$ cat config.mk
export PLATFORM = sky130hd
export DESIGN_NAME = mbx_tx_arbiter
export DESIGN_NICKNAME = d
export VERILOG_FILES = /design/src/rtl/txarb_pkg.sv /design/src/rtl/txarb_state.sv /design/src/rtl/txarb_tree.sv /design/src/rtl/mbx_tx_arbiter.sv
export SDC_FILE = /design/constraint.sdc
export NUM_CORES = 1
export LEC_CHECK = 0
export ABC_CLOCK_PERIOD_IN_PS = 12430
export BUFFER_PORTS_ARGS = -buffer_cell sky130_fd_sc_hd__clkbuf_2
export CAP_MARGIN = 20
export CORE_MARGIN = 1.5
export CORE_UTILIZATION = 40
export CTS_CLUSTER_DIAMETER = 40
export CTS_CLUSTER_SIZE = 14
export DETAILED_ROUTE_END_ITERATION = 7
export HOLD_SLACK_MARGIN = 0.05
export SLEW_MARGIN = 30
export SYNTH_ARGS = -nofsm -noshare
export SYNTH_HDL_FRONTEND = slang
export SYNTH_HIERARCHICAL = 1
export SYNTH_SLANG_ARGS = --single-unit
$ cat constraint.sdc
create_clock -name clk -period 12.43 [get_ports clk]
set_clock_uncertainty 0.15 [all_clocks]
set_input_delay 2.486 -clock clk [delete_from_list [all_inputs] [get_ports clk]]
set_output_delay 2.486 -clock clk [all_outputs]
set_load 0.05 [all_outputs]
$ cat src/rtl/txarb_pkg.sv
package txarb_pkg;
    parameter int unsigned NUM_MB   = 32;
    parameter int unsigned PRIO_W   = 6;
    parameter int unsigned CTRL_W   = 16;
    parameter int unsigned PRIO_LSB = 8;
    parameter int unsigned IDX_W    = $clog2(NUM_MB);

    typedef logic [NUM_MB-1:0] mb_vec_t;
    typedef logic [PRIO_W-1:0] prio_t;
    typedef logic [IDX_W-1:0]  idx_t;
    typedef logic [CTRL_W-1:0] ctrl_t;

    // Field order makes a plain magnitude compare the arbitration rule:
    // eligibility first, then priority, then mailbox number.
    typedef struct packed {
        logic  elig;
        prio_t prio;
        idx_t  idx;
    } cand_t;

    function automatic prio_t ctrl_to_prio(ctrl_t w);
        return w[PRIO_LSB +: PRIO_W];
    endfunction

    function automatic cand_t cand_max(cand_t a, cand_t b);
        return (a > b) ? a : b;
    endfunction

    function automatic mb_vec_t idx_to_bit(idx_t i);
        return mb_vec_t'(1) << i;
    endfunction
endpackage

$ cat src/rtl/txarb_state.sv
module txarb_state
    import txarb_pkg::*;
(
    input  logic    clk,
    input  logic    rst,
    input  logic    en_wr,
    input  mb_vec_t en_wdata,
    input  logic    dir_wr,
    input  mb_vec_t dir_wdata,
    input  logic    mask_wr,
    input  mb_vec_t mask_wdata,
    input  logic    req_set_wr,
    input  mb_vec_t req_set_data,
    input  logic    ack_clr_wr,
    input  mb_vec_t ack_clr_data,
    input  logic    prio_wr,
    input  idx_t    prio_idx,
    input  ctrl_t   prio_ctrl,
    input  logic    done_pulse,
    input  idx_t    done_idx,
    output mb_vec_t en_q,
    output mb_vec_t dir_q,
    output mb_vec_t mask_q,
    output mb_vec_t req_q,
    output mb_vec_t ack_q,
    output prio_t   prio_q [NUM_MB]
);
    logic    done_ok;
    mb_vec_t done_bits;
    mb_vec_t set_bits;
    mb_vec_t clr_bits;

    always_comb begin
        done_ok   = done_pulse && en_q[done_idx];
        done_bits = done_ok ? idx_to_bit(done_idx) : '0;
        set_bits  = req_set_wr ? req_set_data : '0;
        clr_bits  = ack_clr_wr ? ack_clr_data : '0;
    end

    always_ff @(posedge clk) begin
        if (rst) begin
            en_q   <= '0;
            dir_q  <= '0;
            mask_q <= '0;
            req_q  <= '0;
            ack_q  <= '0;
        end else begin
            if (en_wr)   en_q   <= en_wdata;
            if (dir_wr)  dir_q  <= dir_wdata;
            if (mask_wr) mask_q <= mask_wdata;
            req_q <= (req_q & ~done_bits) | set_bits;
            ack_q <= (ack_q & ~clr_bits) | done_bits;
        end
    end

    for (genvar g = 0; g < NUM_MB; g++) begin : g_prio
        always_ff @(posedge clk) begin
            if (rst)
                prio_q[g] <= '0;
            else if (prio_wr && (prio_idx == idx_t'(g)))
                prio_q[g] <= ctrl_to_prio(prio_ctrl);
        end
    end
endmodule

$ cat src/rtl/txarb_tree.sv
module txarb_tree
    import txarb_pkg::*;
(
    input  mb_vec_t en_q,
    input  mb_vec_t dir_q,
    input  mb_vec_t req_q,
    input  prio_t   prio_q [NUM_MB],
    output logic    win_valid,
    output idx_t    win_idx
);
    localparam int unsigned NODES = 2 * NUM_MB - 1;

    cand_t leaf [NUM_MB];

    for (genvar g = 0; g < NUM_MB; g++) begin : g_leaf
        assign leaf[g].elig = en_q[g] & ~dir_q[g] & req_q[g];
        assign leaf[g].prio = prio_q[g];
        assign leaf[g].idx  = idx_t'(g);
    end

    cand_t root;

    always_comb begin
        cand_t node [NODES];
        for (int i = 0; i < NUM_MB; i++)
            node[NUM_MB - 1 + i] = leaf[i];
        for (int k = NUM_MB - 2; k >= 0; k--)
            node[k] = cand_max(node[2*k + 1], node[2*k + 2]);
        root = node[0];
    end

    assign win_valid = root.elig;
    assign win_idx   = root.idx;
endmodule

$ cat src/rtl/mbx_tx_arbiter.sv
module mbx_tx_arbiter
    import txarb_pkg::*;
(
    input  logic        clk,
    input  logic        rst,
    input  logic        en_wr,
    input  logic [31:0] en_wdata,
    input  logic        dir_wr,
    input  logic [31:0] dir_wdata,
    input  logic        mask_wr,
    input  logic [31:0] mask_wdata,
    input  logic        req_set_wr,
    input  logic [31:0] req_set_data,
    input  logic        ack_clr_wr,
    input  logic [31:0] ack_clr_data,
    input  logic        prio_wr,
    input  logic [4:0]  prio_idx,
    input  logic [15:0] prio_ctrl,
    input  logic        pick_req,
    input  logic        done_pulse,
    input  logic [4:0]  done_idx,
    output logic        pick_valid,
    output logic [4:0]  pick_idx,
    output logic [31:0] en_vec,
    output logic [31:0] dir_vec,
    output logic [31:0] mask_vec,
    output logic [31:0] req_vec,
    output logic [31:0] ack_vec,
    output logic        irq
);
    prio_t prio_q [NUM_MB];
    logic  win_valid;
    idx_t  win_idx;

    txarb_state u_state (
        .clk          (clk),
        .rst          (rst),
        .en_wr        (en_wr),
        .en_wdata     (en_wdata),
        .dir_wr       (dir_wr),
        .dir_wdata    (dir_wdata),
        .mask_wr      (mask_wr),
        .mask_wdata   (mask_wdata),
        .req_set_wr   (req_set_wr),
        .req_set_data (req_set_data),
        .ack_clr_wr   (ack_clr_wr),
        .ack_clr_data (ack_clr_data),
        .prio_wr      (prio_wr),
        .prio_idx     (prio_idx),
        .prio_ctrl    (prio_ctrl),
        .done_pulse   (done_pulse),
        .done_idx     (done_idx),
        .en_q         (en_vec),
        .dir_q        (dir_vec),
        .mask_q       (mask_vec),
        .req_q        (req_vec),
        .ack_q        (ack_vec),
        .prio_q       (prio_q)
    );

    txarb_tree u_tree (
        .en_q      (en_vec),
        .dir_q     (dir_vec),
        .req_q     (req_vec),
        .prio_q    (prio_q),
        .win_valid (win_valid),
        .win_idx   (win_idx)
    );

    always_ff @(posedge clk) begin
        if (rst) begin
            pick_valid <= 1'b0;
            pick_idx   <= '0;
            irq        <= 1'b0;
        end else begin
            if (pick_req) begin
                pick_valid <= win_valid;
                pick_idx   <= win_idx;
            end
            irq <= |(ack_vec & mask_vec);
        end
    end
endmodule

**Yosys cells after proc, flatten, opt, wreduce, memory -nomap -nowiden**

Cells that the tools add are included.

- Logic and storage cells: 278
- Register bits: 359
- Output and inout bits: 167

- Reductions and logical operators: 35
- Magnitude comparators: 32
- Muxes and demuxes: 36
- Equality and inequality tests: 31
- Bitwise gates (word level): 103
- Shifts and indexed selects: 1

Operator list:

| operator | number |
|---|---|
| $gt 12x12->1 | 31 |
| $mux 12 | 31 |
| $and 32x32->32 | 3 |
| $mux 32 | 3 |
| $eq 5x5->1 const B | 16 |
| $and 1x1->1 | 64 |
| $not 32->32 | 2 |
| $or 32x32->32 | 2 |
| $eq 5x4->1 const B | 8 |
| $logic_and 1x1->1 | 33 |
| $not 1->1 | 32 |
| $reduce_or 32->1 | 1 |
| $shl 1x5->32 const A | 1 |
| $eq 5x3->1 const B | 4 |
| $eq 5x2->1 const B | 2 |
| $lt 5x6->1 const B | 1 |
| $bmux 1 s5 | 1 |
| $eq 5x1->1 const B | 1 |
| $logic_not 5->1 | 1 |
| $mux 1 | 1 |

**Depth between registers and ports, before layout**

Gate-level depths: netlist of run 1.

- Depth in word-level cells: 13
- Mapped depth: 44
- Depth with buffers taken out: 42

**Cells and area by module**

Netlist of run 1, hierarchy kept.

Modules (own cells, without submodules):

| module | area each (µm²) | instances | cells an instance |
|---|---|---|---|
| txarb_state | 13125.1 | 1 | 1411 |
| txarb_tree | 8026.4 | 1 | 1097 |
| mbx_tx_arbiter | 392.9 | 1 | 42 |

**Least setup slack after synthesis of run 1**

OpenSTA, ideal clock, no wires.

- Path type: reg-to-reg
- Start: register u_state.en_q[0]
- End: register pick_idx[3]
- Stages on the path, launching flop included: 41
- Library setup time: 116 ps
- Buffers on the path: 2
- Arrival time: 8491 ps
- Required time: 12164 ps
- Clock period less this slack: 8757 ps
- Slack: 3673 ps
- Cells stage by stage: dfxtp_1 > nand2_1 > or2_2 > inv_1 > ha_1 > nand4_1 > a21oi_1 > a2111oi_4 > mux2_2 > ha_1 > o2111ai_1 > a211oi_1 > nor3_1 > clkbuf_1 > nor2_1 > a21oi_1 > ha_1 > inv_1 > [... 5 more ...] > ha_1 > a21o_1 > a21o_1 > a21oi_1 > o21ai_0 > a31oi_4 > buf_2 > nor2_1 > a21oi_1 > ha_1 > a21oi_1 > nor2b_1 > a2111oi_0 > o21bai_1 > a41oi_4 > mux2_4 > mux2i_1 > nor2_1

- Cells in the longest elaborated chain, start to end: 12

RTL lines:

| what | line | source |
|---|---|---|
| start, declared | txarb_state.sv:21 | `output mb_vec_t en_q,` |
| start signal, assigned | txarb_state.sv:48 | `if (en_wr) en_q <= en_wdata;` |
| $and 1x1->1 (*) (2 in a row) | txarb_tree.sv:16 | `assign leaf[g].elig = en_q[g] & ~dir_q[g] & req_q[g];` |
| $gt 12x12->1 | txarb_pkg.sv:26 | `return (a > b) ? a : b;` |
| $mux 12 (*) | txarb_pkg.sv:26 |  |
| $gt 12x12->1 | txarb_pkg.sv:26 |  |
| $mux 12 (*) | txarb_pkg.sv:26 |  |
| $gt 12x12->1 | txarb_pkg.sv:26 |  |
| $mux 12 (*) | txarb_pkg.sv:26 |  |
| $gt 12x12->1 | txarb_pkg.sv:26 |  |
| $mux 12 (*) | txarb_pkg.sv:26 |  |
| $gt 12x12->1 | txarb_pkg.sv:26 |  |
| $mux 12 (*) | txarb_pkg.sv:26 |  |
| via win_idx[3] | mbx_tx_arbiter.sv:33 | `idx_t win_idx;` |
| end signal, assigned | mbx_tx_arbiter.sv:78 | `pick_idx <= win_idx;` |
| end, declared | mbx_tx_arbiter.sv:23 | `output logic [4:0] pick_idx,` |

Mark *: on every way through the listed nets, which the timed path passes. The rest lies on a longest branch.
A chain may end at the register's enable or synchronous reset.

**Worst setup path after layout of run 1**

- Start: register u_state.en_q[14]
- End: register pick_valid

- Cells in the longest elaborated chain, start to end: 12

RTL lines:

| what | line | source |
|---|---|---|
| $and 1x1->1 (*) (2 in a row) | txarb_tree.sv:16 |  |
| $gt 12x12->1 | txarb_pkg.sv:26 |  |
| $mux 12 (*) | txarb_pkg.sv:26 |  |
| $gt 12x12->1 | txarb_pkg.sv:26 |  |
| $mux 12 (*) | txarb_pkg.sv:26 |  |
| $gt 12x12->1 | txarb_pkg.sv:26 |  |
| $mux 12 (*) | txarb_pkg.sv:26 |  |
| $gt 12x12->1 | txarb_pkg.sv:26 |  |
| $mux 12 (*) | txarb_pkg.sv:26 |  |
| $gt 12x12->1 | txarb_pkg.sv:26 |  |
| $mux 12 (*) | txarb_pkg.sv:26 |  |
| via win_valid | mbx_tx_arbiter.sv:32 | `logic win_valid;` |
| end signal, assigned | mbx_tx_arbiter.sv:77 | `pick_valid <= win_valid;` |
| end, declared | mbx_tx_arbiter.sv:22 | `output logic pick_valid,` |

Marked as above.

==> summary.md, run 1 <==
| Metric | Value |
|---|---|
| HP Class | `reg2reg` |
| Vias per Instance | `5.592` |
| Die W | `235.1 um` |
| Drc violations | `0` |
| WL per Instance | `20.27 um` |
| CTS Buffer Depth | `3` |
| CTS root buffer | `clkbuf_16` |
| Register area share after synthesis | `0.3336` |
| Share of cells above drive strength 1 | `0.2011` |
| PwrDens | `133.4 mW/mm^2` |
| Total Die Area | `~0.055 mm^2` |
| Core Util, Final | `0.4879` |
| Final worst setup slack | `2584 ps` |
| CP peak stage delay | `540 ps` |
| Postcts setup bufs | `0` |
| Sequential cell area | `0.007187 mm^2` |
| Worst Path Max Fanout | `15` |
| Critical Path End Type | `flop` |
| Crit path kind | `reg2reg` |
| Mapped Avg Cell Area | `8.449 um^2` |
| Top FF cell, synth | `dfxtp_1` |
| Row Count | `84` |
| # IOs | `between 300 and 400` |
| GR Overflow Total | `0` |
| Relative slew slack | `0.3268` |
| Final GP Congestion | `between 0.9 and 1` |
| First-pass GRT wire length | `about 110000 um` |
| Initial antenna violation count | `0` |
| Period minus WS final | `9846 ps` |
| Multi-input gate area | `0.01332 mm^2` |
| Fill cell count | `between 5k and 6k` |
| Final WL | `~73000 um` |
| Post-route ant nets | `0` |
| DR iter-0 viols | `1294` |
| Startpoint Class | `flop` |
| Slowest-stage cell, CP | `o21ai_2` |
| Synth Net Count | `2906` |
| DP Worst Slack | `~2400 ps` |
| Resize count post-CTS | `0` |
| # setup viols final | `0` |
| Synth area leaders | `dfxtp_1, mux2i_1, ha_1` |
| Ys async rst share | `0` |
| Fin crit share | `0.7921` |
| Drt pass-1 iters | `5` |
| Maximum clock rate | `101.6 MHz` |
| GRT Total Usage | `0.2552` |
| Most common cell after layout, fill and taps aside | `dfxtp_1` |
| Arr. time, crit path | `about 10000 ps` |
| Syn Std Cell Area | `around 0.022 mm^2` |
| Final Hold Fails | `0` |
| Pin count of the biggest net entering global routing | `226` |
| Clock Latency Late Sink | `610 ps` |
| Starting Density | `0.4075` |
| Commonest non-fill, non-tap cells in the layout | `dfxtp_1, clkbuf_2, nor2_1` |
| Flops & latches, synth | `~360` |
| Post-synth cell types | `97` |
| CTS Sinks | `359` |
| DR vias | `~20k` |
| Yosys Warn Count | `6` |
| Inserted Clock Buffers | `56` |
| Dpl hpwl | `about 54000 um` |
| Run status | `finished, final reports clean` |
| Max H-tree Level | `2` |
| Top cell by count, worst path | `a21o_1` |
| Final net count | `around 3.2k` |
| Port-buffer cells | `352` |
| Peak supply drop | `0.1010 mV` |
| Clk slew on worst S/H paths | `about 60 ps` |
| ANT cells | `0` |
| CTS tree | `done` |
| Layout area overhead | `19.73%` |
| Core area | `0.05287 mm^2` |
| Post-synth top area cell | `dfxtp_1` |
| Vias in the first global route | `around 20k` |
| Share of Yosys cell area claimed by the top area cell type | `0.3336` |
| Post-CTS Hold Buffers | `0` |
| Die H | `between 200 and 250 um` |
| Max-cap violations | `0` |
| Final Max Slew Viols | `0` |
| Worst path required time | `12760 ps` |
| Slew @ Worst Pin | `a little over 1000 ps` |
| Cell count after synthesis | `2550` |
| Number of flops mapped to enable cells by yosys | `0` |
| Static Leak | `11.61 nW` |
| Setup_tns | `0 ps` |
| RSZ-0062 raised after global routing | `false` |
==> power breakdown <==
group,switching (mW),internal (mW),leakage [nW]
Combinational,0.403,0.206,7.76
Sequential,0.0397,1.19,2.92
Clock,0.634,0.971,0.922
Total,1.08,2.36,11.6
==> critical path, delay by kind of cell, from the launching register on <==
kind | cells | cell delay (ps)
AOI/OAI and AO/OA | 20 | 4750
adders and majority gates | 6 | 1960
buffers and inverters | 1 | 80
DFF | 1 | 450
muxes | 4 | 1100
and+or+nand+nor | 7 | 1210
==> synth_stat cells, drive strengths merged, types with 20 or more instances <==
cell and number:
nand2 235, inv 147, nor2 361, clkbuf 87, nand4 23, a22oi 20, a21oi 248, dfxtp 359
o21ai 81, nand3b 20, buf 36, mux2 36, a21o 36, nand3 106, ha 160, mux2i 335
==> routing by layer <==
metal / up-vias / share of wire / GRT usage
met5: - / 0 / 0
met4: 0 / 0.029 / 0.08933
met3: 127 / 0.060 / 0.03877
met2: 709 / 0.50 / 0.4590
met1: 9561 / 0.41 / 0.3074
li1: 9660 / - / -
==> kinds of logic (layout without fill, tap and decap cells) <==
| group | after synthesis | count (layout) | synth area share |
|---|---|---|---|
| xor gates and xnor gates | 5 | 5 | 0.002033 |
| and+or+nand+nor | 839 | 839 | 0.1760 |
| AOI/OAI and AO/OA | 534 | 534 | 0.1618 |
| muxes | 375 | 375 | 0.1803 |
| buffers and inverters | 271 | 620 | 0.05006 |
| adders and majority gates | 167 | 167 | 0.09623 |
| DFF | 359 | 359 | 0.3336 |
==> stage by stage <==
step | hold WS [ps] | instances | area, um^2 | total power, mW
4_1_cts | 317.0 | 3586 | 25760 | 3.461
5_1_grt | 339.4 | 3587 | 25790 | 3.569
2_1_floorplan | 289.6 | 2550 | 21540 | 1.676
6_report | 318.9 | 3587 | 25790 | 3.442
3_3_place_gp | 299.6 | 3480 | 23800 | 1.842
3_5_place_dp | 309.4 | 3480 | 23810 | 1.855
==> worst paths after layout <==
path                                           from             endpoint  slack, ps  cells past startpoint
worst min-delay path            u_state/prio_q[185]  u_state/prio_q[185]        320                      2
worst max register to register     u_state/en_q[14]           pick_valid       2580                     38
worst min register to register  u_state/prio_q[185]  u_state/prio_q[185]        320                      2
worst max-delay path               u_state/en_q[14]           pick_valid       2580                     38
==> sequential cells by signal (all words and copies together), names as in the netlist <==
signal	cells
irq	1
pick_idx	5
pick_valid	1
u_state/ack_q	32
u_state/dir_q	32
u_state/en_q	32
u_state/mask_q	32
u_state/prio_q	192
u_state/req_q	32
==> area by class of cell <==
class | instances | share of cell area
clock buffers | 64 | 0.05830
clock inverters | 42 | 0.01717
inverters | 148 | 0.02154
multi-input cells | 1920 | 0.5164
flip-flops and latches | 359 | 0.2786
well taps | 688 | 0.03337
repair buffers | 366 | 0.07460
Power figures use the tool's default switching activity.
==> inputs of run 2 (changes only) <==
--- a/config.mk
+++ b/config.mk
@@ -5,7 +5,7 @@
 export SDC_FILE = /design/constraint.sdc
 export NUM_CORES = 1
 export LEC_CHECK = 0
-export ABC_CLOCK_PERIOD_IN_PS = 12430
+export ABC_CLOCK_PERIOD_IN_PS = 9820
 export BUFFER_PORTS_ARGS = -buffer_cell sky130_fd_sc_hd__clkbuf_2
 export CAP_MARGIN = 20
 export CORE_MARGIN = 1.5
==> constraint.sdc (replaced) <==
create_clock -name clk -period 9.82 [get_ports clk]
set_clock_uncertainty 0.15 [all_clocks]
set_input_delay 1.964 -clock clk [delete_from_list [all_inputs] [get_ports clk]]
set_output_delay 1.964 -clock clk [all_outputs]
set_load 0.05 [all_outputs]
==> run 2 against run 1 <==
- maximum frequency is 6.5% higher
- non-clock buffer count grew 28
- sequential cell count did not move
- via count up 0.67%
- power up 30%
- register-to-register slack lost 2000 ps
- combinational power is 33% higher
- utilization rose by 0.56 points
- cell count grew 0.95%
- worst setup slack worse by 2000 ps
- die area unchanged
- count of clock-buffer cells in the layout up 3
==> summary.md, run 2 (synthesized netlist as in run 1, its figures left out) <==
| Metric | Value |
|---|---|
| Crit path kind | `reg2reg` |
| Fin crit share | `0.9410` |
| Final WL | `approximately 73000 um` |
| Dpl hpwl | `54460 um` |
| GRT Total Usage | `0.2546` |
| Max H-tree Level | `2` |
| Maximum clock rate | `~110 MHz` |
| Dpl cells | `3499` |
| Critical Path End Type | `flop` |
| DP Worst Slack | `214.4 ps` |
| Die W | `235.1 um` |
| Die H | `around 240 um` |
| Final Hold Fails | `0` |
| DR vias | `20.19k` |
| Core Util, Final | `0.4936` |
| Relative slew slack | `0.3231` |
| PwrDens | `170.9 mW/mm^2` |
| Arr. time, crit path | `9560 ps` |
| WL per Instance | `20.25 um` |
| Pin count of the biggest net entering global routing | `95` |
| Post-CTS Hold Buffers | `0` |
| Clock Latency Late Sink | `620 ps` |
| Worst Path Buf+Inv | `4` |
| # IOs | `363` |
| DR iter-0 viols | `1311` |
| Worst Path Max Fanout | `10` |
| Final Instance Area | `0.02609 mm^2` |
| Non-Filler Instances | `3621` |
| Final GP Congestion | `0.9180` |
| CP startpoint | `u_state/en_q[0]` |
| Port-buffer cells | `352` |
| First-pass GRT wire length | `111700 um` |
| Switching power | `1.409 mW` |
| Final worst setup slack | `just under 600 ps` |
| Final Max Slew Viols | `0` |
| Total Die Area | `0.05526 mm^2` |
| CP Capture Point | `pick_valid` |
| CTS Sinks | `around 360` |
| Total power | `4.458 mW` |
| Flop pwr share | `0.348` |
| Max-cap violations | `0` |
| Clk slew on worst S/H paths | `around 60 ps` |
| Top cell by count, worst path | `a21oi_1` |
| Critical path's top delay family | `compound AO/OA/AOI/OAI gates` |
| Row Count | `84` |
| CTS root buffer | `clkbuf_16` |
| Worst R2R Start | `u_state/en_q[0]` |
| CTS tree | `done` |
| Slowest-stage cell, CP | `a2111oi_4` |
| Max reg flops | `192` |
| Switch share | `0.3161` |
| Initial antenna violation count | `1` |
| Slew @ Worst Pin | `1015 ps` |
| Run status | `finished, final reports clean` |
| Final net count | `3239` |
| Static Leak | `11.76 nW` |
| Setup_tns | `0 ps` |
| Vias per Instance | `5.576` |
| Internal reg-to-reg setup slack | `between 500 and 600 ps` |
| Most common cell after layout, fill and taps aside | `dfxtp_1` |
| Drt pass-1 iters | `6` |
| Placed instance area | `0.02393 mm^2` |
| Inserted Clock Buffers | `59` |
| Share of cells above drive strength 1 | `0.2104` |
| Worst path required time | `10140 ps` |
| # setup viols final | `0` |
| Pint | `3.049 mW` |
| Vias in the first global route | `19.48k` |
| Post-route ant nets | `0` |
| Reg2reg end | `pick_valid` |
| Startpoint Class | `flop` |
| Layout area overhead | `21.11%` |
| Register-to-Register Path Depth | `39` |
| Top reg by flops | `u_state/prio_q` |
| Part of the power in combinational logic | `0.181` |
| Starting Density | `0.4075` |
| Clock power share | `0.471` |
| Core area | `0.05287 mm^2` |
| GR Overflow Total | `0` |
| Crit. path cell count | `39` |
| HP Class | `reg2reg` |
| CTS Buffer Depth | `3` |
| CP peak stage delay | `700 ps` |
| Commonest non-fill, non-tap cells in the layout | `dfxtp_1, clkbuf_2, nor2_1` |
| Period minus WS final | `9241 ps` |
| Peak supply drop | `0.1478 mV` |
| Hold_ws | `around 320 ps` |
| Drc violations | `0` |
## run 2: cell types whose count changed in the layout (fill, tap and decap cells not counted), moves of 2 or more
cell / before / now
buf_4: 12 / 40
clkinv_4: 11 / 5
inv_6: 6 / 11
clkbuf_1: 3 / 6
clkinv_2: 5 / 2
inv_8: 3 / 6
inv_16: 0 / 2
## run 2: timing repair
item	in CTS	in global routing
gates resized for setup	0	10
setup buffers	0	10
endpoints found under the setup margin	0	6
## run 2: how the worst min path moves through the flow
| stage | slack [ps] | end | startpoint | cells after the start |
|---|---|---|---|---|
| CTS | 320 | u_state/prio_q[180] | u_state/prio_q[180] | 2 |
| global route | 330 | u_state/prio_q[185] | u_state/prio_q[185] | 2 |
| detailed placement | 310 | u_state/prio_q[180] | u_state/prio_q[180] | 2 |
| floorplan | 290 | u_state/prio_q[156] | u_state/prio_q[156] | 2 |
| finish | 320 | u_state/prio_q[180] | u_state/prio_q[180] | 2 |
| global placement | 300 | u_state/prio_q[156] | u_state/prio_q[156] | 2 |
## run 2: area by class of cell
type	count	area (um^2)
Timing Repair Buffer	394	2116
Inverter	148	555.5
Tap cell	688	860.8
Clock inverter	43	484.2
Antenna cell	1	2.502
Fill cell	5047	26770
Multi-Input combinational cell	1921	13360
Clock buffer	67	1526
Sequential cell	359	7187
## run 2: power by group through the flow
stage	combinational [mW]	clock [mW]	sequential, mW
after floorplan	0.421	0	1.70
after global placement	0.756	0	1.58
after detailed placement	0.770	0	1.58
after CTS	0.773	2.13	1.55
after global routing	0.865	2.19	1.56
final	0.808	2.10	1.55
## run 2: worst register-to-register path, delay by kind of cell (launching register included)
kind / cells / cell delay [ps]
compound gates: 17 / 4080
fa+ha+maj: 5 / 1430
buf+inv: 4 / 590
flops: 1 / 420
mux: 4 / 1220
simple gates: 9 / 1200
## run 2: per-layer routing
layer / routed length (um) / track usage
met1: 31230 / 0.3134
met2: 35290 / 0.4404
met3: 3939 / 0.04182
met4: 2847 / 0.1033
met5: 0 / 0
